===== src/rtl/qsram_pkg.sv =====
package qsram_pkg;
   localparam int unsigned BURST_LEN = 4;
   localparam int unsigned BEAT_W    = $clog2(BURST_LEN);
   typedef logic [BEAT_W-1:0] beat_t;
endpackage


===== src/rtl/qsram_wr_seq.sv =====
module qsram_wr_seq
   import qsram_pkg::*;
#(
   parameter int unsigned AW = 3
) (
   input  logic          clk,
   input  logic          rst_n,
   input  logic          k_half,
   input  logic          sel_n,
   input  logic [AW-1:0] addr,
   output logic          wr_en,
   output beat_t         beat,
   output logic [AW-1:0] grp
);
   beat_t         cnt;
   logic [AW-1:0] grp_q;
   logic          start;

   assign start = k_half && !sel_n && (cnt == '0);

   always_comb begin
      wr_en = start || (cnt != '0);
      beat  = start ? '0 : cnt;
      grp   = start ? addr : grp_q;
   end

   always_ff @(posedge clk) begin
      if (!rst_n) begin
         cnt   <= '0;
         grp_q <= '0;
      end else begin
         if (wr_en) cnt <= beat + 1'b1;
         if (start) grp_q <= addr;
      end
   end
endmodule


===== src/rtl/qsram_rd_seq.sv =====
module qsram_rd_seq
   import qsram_pkg::*;
(
   input  logic clk,
   input  logic rst_n,
   input  logic k_half,
   input  logic sel_n,
   output logic start,
   output logic launch
);
   beat_t cnt;
   logic  pend;

   assign start  = k_half && !sel_n && (cnt == '0);
   assign launch = pend && (cnt == '0);

   always_ff @(posedge clk) begin
      if (!rst_n) begin
         cnt  <= '0;
         pend <= 1'b0;
      end else begin
         if (start || cnt != '0) cnt <= cnt + 1'b1;
         if (start)       pend <= 1'b1;
         else if (launch) pend <= 1'b0;
      end
   end
endmodule


===== src/rtl/qsram_bank.sv =====
module qsram_bank #(
   parameter int unsigned WIDTH  = 36,
   parameter int unsigned LANES  = 4,
   parameter int unsigned LANE_W = 9,
   parameter int unsigned GROUPS = 8,
   localparam int unsigned AW    = $clog2(GROUPS)
) (
   input  logic             clk,
   input  logic             we,
   input  logic [AW-1:0]    wgrp,
   input  logic [WIDTH-1:0] wdata,
   input  logic [LANES-1:0] lane_n,
   input  logic [AW-1:0]    rgrp,
   output logic [WIDTH-1:0] rword
);
   logic [WIDTH-1:0] mem [GROUPS];

   always_ff @(posedge clk) begin
      for (int i = 0; i < LANES; i++) begin
         if (we && !lane_n[i])
            mem[wgrp][i*LANE_W +: LANE_W] <= wdata[i*LANE_W +: LANE_W];
      end
   end

   assign rword = mem[rgrp];
endmodule


===== src/rtl/qsram_rd_out.sv =====
module qsram_rd_out
   import qsram_pkg::*;
#(
   parameter int unsigned WIDTH = 36
) (
   input  logic                            clk,
   input  logic                            rst_n,
   input  logic                            start,
   input  logic                            launch,
   input  logic [BURST_LEN-1:0][WIDTH-1:0] words,
   output logic [WIDTH-1:0]                rdata,
   output logic                            oe,
   output logic                            valid
);
   logic [BURST_LEN-1:0][WIDTH-1:0] snap;
   logic [BURST_LEN-1:0][WIDTH-1:0] obuf;
   beat_t                           ocnt;

   always_ff @(posedge clk) begin
      if (start) snap <= words;
      if (launch) obuf <= snap;
   end

   always_ff @(posedge clk) begin
      if (!rst_n) begin
         rdata <= '0;
         oe    <= 1'b0;
         valid <= 1'b0;
         ocnt  <= '0;
      end else if (launch) begin
         rdata <= snap[0];
         oe    <= 1'b1;
         valid <= 1'b1;
         ocnt  <= beat_t'(1);
      end else if (ocnt != '0) begin
         rdata <= obuf[ocnt];
         ocnt  <= ocnt + 1'b1;
      end else begin
         rdata <= '0;
         oe    <= 1'b0;
         valid <= 1'b0;
      end
   end
endmodule


===== src/rtl/qdr_burst_sram.sv =====
module qdr_burst_sram
   import qsram_pkg::*;
#(
   parameter int unsigned WIDTH  = 36,
   parameter int unsigned LANES  = 4,
   parameter int unsigned LANE_W = 9,
   parameter int unsigned DEPTH  = 32,
   localparam int unsigned GROUPS = DEPTH / BURST_LEN,
   localparam int unsigned AW     = $clog2(GROUPS)
) (
   input  logic             clk,
   input  logic             rst_n,
   input  logic             k_half,
   input  logic             rd_sel_n,
   input  logic             wr_sel_n,
   input  logic [AW-1:0]    addr,
   input  logic [WIDTH-1:0] wdata,
   input  logic [LANES-1:0] lane_we_n,
   output logic [WIDTH-1:0] rdata,
   output logic             rd_oe,
   output logic             rd_valid
);
   initial begin
      if (WIDTH != LANES * LANE_W)
         $fatal(1, "lane split does not cover the word");
      if (GROUPS < 2 || (1 << AW) != GROUPS)
         $fatal(1, "depth must be a power of two of at least two bursts");
   end

   logic                            wr_en;
   beat_t                           wr_beat;
   logic [AW-1:0]                   wr_grp;
   logic                            rd_start;
   logic                            rd_launch;
   logic [BURST_LEN-1:0][WIDTH-1:0] bank_words;

   qsram_wr_seq #(.AW(AW)) u_wr (
      .clk(clk), .rst_n(rst_n), .k_half(k_half), .sel_n(wr_sel_n),
      .addr(addr), .wr_en(wr_en), .beat(wr_beat), .grp(wr_grp)
   );

   qsram_rd_seq u_rd (
      .clk(clk), .rst_n(rst_n), .k_half(k_half), .sel_n(rd_sel_n),
      .start(rd_start), .launch(rd_launch)
   );

   for (genvar b = 0; b < BURST_LEN; b++) begin : g_bank
      logic bank_we;
      assign bank_we = wr_en && (wr_beat == beat_t'(b));
      qsram_bank #(
         .WIDTH(WIDTH), .LANES(LANES), .LANE_W(LANE_W), .GROUPS(GROUPS)
      ) u_bank (
         .clk(clk), .we(bank_we), .wgrp(wr_grp), .wdata(wdata),
         .lane_n(lane_we_n), .rgrp(addr), .rword(bank_words[b])
      );
   end

   qsram_rd_out #(.WIDTH(WIDTH)) u_out (
      .clk(clk), .rst_n(rst_n), .start(rd_start), .launch(rd_launch),
      .words(bank_words), .rdata(rdata), .oe(rd_oe), .valid(rd_valid)
   );
endmodule


===== config.mk =====
export PLATFORM = sky130hd
export DESIGN_NAME = qdr_burst_sram
export DESIGN_NICKNAME = d
export VERILOG_FILES = /design/src/rtl/qsram_pkg.sv /design/src/rtl/qsram_wr_seq.sv /design/src/rtl/qsram_rd_seq.sv /design/src/rtl/qsram_bank.sv /design/src/rtl/qsram_rd_out.sv /design/src/rtl/qdr_burst_sram.sv
export SDC_FILE = /design/constraint.sdc
export NUM_CORES = 1
export LEC_CHECK = 0
export ABC_AREA = 1
export BUFFER_PORTS_ARGS = -buffer_cell sky130_fd_sc_hd__buf_2
export CAP_MARGIN = 20
export CORE_MARGIN = 8
export CORE_UTILIZATION = 45
export DETAILED_ROUTE_END_ITERATION = 10
export SYNTH_ARGS = -nofsm -noshare
export SYNTH_HDL_FRONTEND = slang
export SYNTH_SLANG_ARGS = --single-unit
export TNS_END_PERCENT = 30

===== constraint.sdc =====
create_clock -name clk -period 21.6 [get_ports clk]
set_input_delay 4.32 -clock clk [delete_from_list [all_inputs] [get_ports clk]]
set_output_delay 4.32 -clock clk [all_outputs]
set_load 0.05 [all_outputs]

* Word-level counts from Yosys, hierarchy flattened *
Memory sizes are Yosys's and may differ from the RTL's. A register that Yosys moved wholly into a read port is not among the register bits.
Cells that the tools add are included.

storage, ports and cells
  bits in registers = 191
  memory bits (writable) = 1,152
  input port bits = 48
  output and inout port bits = 38
  word-level logic and storage cells = 111
  memories kept = 4

memory list
  name                  depth  bits a word  read ports  clocked after Yosys merged registers in  wr ports  line              RTL
  g_bank[0].u_bank.mem  8      36           1           1                                        1         qsram_bank.sv:16  logic [WIDTH-1:0] mem [GROUPS];
  g_bank[1].u_bank.mem  8      36           1           1                                        1         qsram_bank.sv:16
  g_bank[2].u_bank.mem  8      36           1           1                                        1         qsram_bank.sv:16
  g_bank[3].u_bank.mem  8      36           1           1                                        1         qsram_bank.sv:16

cells by class
  $add $sub $neg = 3
  order comparisons = 1
  eq/ne operators = 4
  mux-type cells = 44
  bitwise logic cells = 1
  reductions and logical operators = 42

operator list
  cell                   number
  $mux W36               3
  $bmux W36 S2           1
  $mux W1                38
  $logic_and A1 B1 Y1    25
  $reduce_bool A2 Y1     5
  $add A2 B1 Y2 const B  3
  $logic_not A1 Y1       6
  $logic_not A2 Y1       3
  $eq A2 B2 Y1 const B   2
  $lt A2 B3 Y1 const B   1
  $mux W3                1
  $eq A2 B1 Y1 const B   1
  $logic_or A1 B1 Y1     2
  $mux W2                1
  $ne A2 B2 Y1 const B   1
  $reduce_or A2 Y1       1
  $not A1 Y1             1

* Logic depth before layout (Yosys ltp) *
  word-level depth = 9
  mapped depth = 10
  gate-level depth less buffers = 7

* By module *
Synthesis repeated with hierarchy kept, for this count alone.

unflattened totals
  cells, all modules = 6,140
  area, all modules = 63,250.7 um2

by module, submodules not included
  module          times used  cells an instance  area an instance (um2)  seq. area each (um2)
  qsram_bank      4           1,295              12,698.4                8,648.3
  qsram_rd_out    1           881                11,985.2                9,429.0
  qsram_wr_seq    1           48                 289.0                   100.1
  qsram_rd_seq    1           23                 152.6                   60.1
  qdr_burst_sram  1           8                  30.0                    0.0

* Worst setup path after synthesis *
Ideal clock, no wire load.

  path kind = input to register
  from = input rd_sel_n
  to = register u_out.snap[0] (netlist bit) (read register of g_bank[0].u_bank.mem) (enable)
  setup time = 826 ps
  arrival = 14,246 ps
  data required time = 20,774 ps
  slack = 6,528 ps
  cell stages on the path = 1
  buffers on the path = 0
  path through = nor3_1

between the ends
  word-level cells in the longest chain between the ends = 3

RTL lines
  element                            line                  RTL
  start: declaration                 qdr_burst_sram.sv:14  input logic rd_sel_n,
  $logic_not A1 Y1                   qsram_rd_seq.sv:14    assign start = k_half && !sel_n && (cnt == '0);
  $logic_and A1 B1 Y1 (2 in series)  qsram_rd_seq.sv:14
  end: declaration                   qsram_rd_out.sv:15    logic [BURST_LEN-1:0][WIDTH-1:0] snap;

No other way between the ends.
A chain may end at the register's enable or synchronous reset.

==> run metrics <==
outcome=complete, no violations; Mapped Nets=4,699; io pins=86; dpl hpwl=about 75,000 µm; commonest cells after routing, fill and taps aside=1,440 x edfxtp_1, 997 x nor2_1, 711 x nand2_1; register area share after synthesis=about 77%; power density cells=106 nW/µm²; cells after synthesis=roughly 4,600; DR vias=about 35,000; cts repair resizes=0; # nets final=approximately 4,700; global-route wire length before repair=roughly 210,000 µm; HP Class=reg -> reg; CP endpoint=u_out.snap[88]; Net Sw Frac=about a quarter; FF+latch count, synth=between 1,000 and 1,500; Die Wd=374 µm; clk sinks=1,487; post-CTS setup buffers=0; Buffers on Ports=between 80 and 90; power share of the clock group=37.5%; R2R setup slack=between 15 and 20 ns; commonest non-fill, non-tap cell in the layout=edfxtp_1; final WL=~140,000 µm; multiplexer share of the synthesized area=0%; final setup fails=0; VDD IR max=0.0000568 V; Ys Warns=0; Worst slew margin=between 20% and 30%; XOR/XNOR Fraction of Synth Area=0%; Clk Latency, worst-skew pair=~0.74 ns; CP startpoint kind=input port; 1st-iter DRT viols=3,700; Crit Path Category=in -> reg; Total GRT Usage=between 10% and 20%; Pint=between 5 and 6 mW; Layout Cells excl Fill=6,428; Worst Skew=approximately 0.027 ns; Die Span Y=about 370 µm; Starting Density=45.3%; RR Endpoint=u_out.rdata[25]; Final Max Slew Viols=0; wire per inst=21.8 µm; Synth Area in Compound Gates=under 10%; crit path max fanout=approximately 120; hold-fix buffers at CTS=0; Max-Cap Viols=0; CP Capture Type=flop; initial antenna violation count=6; CTS tree=yes; FILL cells=around 11,000; Worst Setup SP=addr[0]; final worst-path cycle share=a little over a third; min Tclk post-route=a little under 8 ns; CP arrival=approximately 8.3 ns; drt first pass iters=6; Highest Clock Rate=approximately 130 MHz; final setup TNS=0 ns; root buf cell=clkbuf_16; largest family of logic cells by synthesized area=simple AND/OR/NAND/NOR gates; core area=128,000 µm²; RSZ-0062 raised after global routing=false; Fin. Hold Viols=0; reg2reg start=u_out.ocnt[0]; clk slew on worst S/H paths=about 0.060 ns; Req. time, crit path=roughly 22 ns; drt via density=roughly 5.4; # DRC=0; Cell Area, Synth=57,700 µm²; P_sw=roughly 1.8 mW; area delta synth->final=11.1%; gp weighted congestion=between 0.7 and 0.8; vias in the first global route=between 30,000 and 40,000; layout cells sized above 1=under 10%; DP Cell Count=just over 6,000; average cell area after synthesis=around 12 µm²; leakage=22.1 nW; clock buffer depth=3; H-tree levels=4; ANT nets after route=0; Comb power frac=11.9%; synthesized-area fraction occupied by and/or/nand/nor cells=about 12%; post-synth cell types=24; worst reg2reg path depth=6; Sequential Power Share=between 50% and 60%; Worst-Margin Slew=1.10 ns; Cell Rows=131; post-synthesis adder-cell area fraction=less than 1%; Overflow after GRT=0; largest net degree at the start of global routing=approximately 220; CTS buffer count=roughly 150; die area=~140,000 µm²
metrics by stage:
step	setup WS [ns]	power, mW	instance area [µm²]	hold WS, ns	utilization [%]
final	13.90	6.78	64100	0.406	50.3
after global routing	13.62	7.02	64100	0.415	50.3
after CTS	14.01	6.83	64100	0.404	50.3
after detailed placement	13.22	4.31	59300	0.405	46.5
after global placement	13.34	4.30	59300	0.401	46.5
after floorplan	6.53	4.01	57700	0.400	-
registers in the layout (all words and copies together) (netlist names):
name               count
u_out.oe               1
u_rd.pend              1
u_wr.cnt               2
u_wr.grp_q             3
u_out.snap           144
u_out.rdata           36
u_out.ocnt             2
g_bank.u_bank.mem   1152
u_out.obuf           144
u_rd.cnt               2
area by class of cell:
class / count / area (µm²) / share of cell area, %
Sequential cell: 1487 / 44200 / 68.9
Multi-Input combinational cell: 2722 / 11700 / 18.3
Clock buffer: 192 / 4090 / 6.38
Tap cell: 1662 / 2080 / 3.24
Timing Repair Buffer: 113 / 707 / 1.10
Clock inverter: 82 / 681 / 1.06
Inverter: 169 / 654 / 1.02
Antenna cell: 1 / 2.50 / 0.00390
cell families (layout without fill, tap and decap cells):
family | after synthesis | in the layout
AO/OA/AOI/OAI | 917 | 917
flip-flops | 1487 | 1487
other | 0 | 1
adder cells (fa/ha/maj) | 7 | 7
buffers and inverters | 435 | 556
AND/OR/NAND/NOR | 1798 | 1798
cells in the mapped netlist (all sizes together):
library cell / count / share of area [%]
clkinv: 1 / 0.0065
nand2: 713 / 4.6
buf: 134 / 1.2
clkbuf: 132 / 0.86
o211ai: 1 / 0.013
nand3: 81 / 0.90
nor2: 1000 / 6.5
nor3: 2 / 0.017
edfxtp: 1440 / 75
inv: 168 / 1.1
nand4: 2 / 0.022
dfxtp: 47 / 1.6
a21oi: 43 / 0.37
o21ai: 873 / 7.6
ha: 7 / 0.15
routing by layer:
layer	vias to the layer above	wire length (µm)	global-route usage (%)
met2	1144	64400	30.6
met4	2	3330	5.50
met5	-	13	0
li1	16200	-	-
met3	231	9460	3.18
met1	17000	62800	28.3
power by group through the flow:
stage	registers, mW	clock network, mW	logic (mW)
after floorplan	3.59	0	0.421
final	3.43	2.54	0.807
after detailed placement	3.49	0	0.815
after global routing	3.45	2.69	0.885
after global placement	3.49	0	0.808
after CTS	3.43	2.58	0.818
critical path, cell delays in order:
cell	delay [ns]
buf_8	0.28
inv_8	0.56
buf_4	0.63
buf_4	0.88
buf_4	0.90
nor2_1	0.13
o21ai_0	0.19
nand2_1	0.07
nand2_1	0.11
worst min path at each step:
| stage | start | to | slack [ns] | depth (start not counted) |
|---|---|---|---|---|
| finish | u_out.snap[135] | u_out.obuf[135] | 0.41 | 0 |
| floorplan | u_out.snap[100] | u_out.obuf[100] | 0.40 | 0 |
| CTS | u_out.snap[135] | u_out.obuf[135] | 0.40 | 0 |
| global placement | u_out.snap[137] | u_out.obuf[137] | 0.40 | 0 |
| global route | u_out.snap[135] | u_out.obuf[135] | 0.41 | 0 |
| detailed placement | u_out.snap[107] | u_out.obuf[107] | 0.40 | 0 |
No activity file was read; power rests on OpenSTA's default activity.
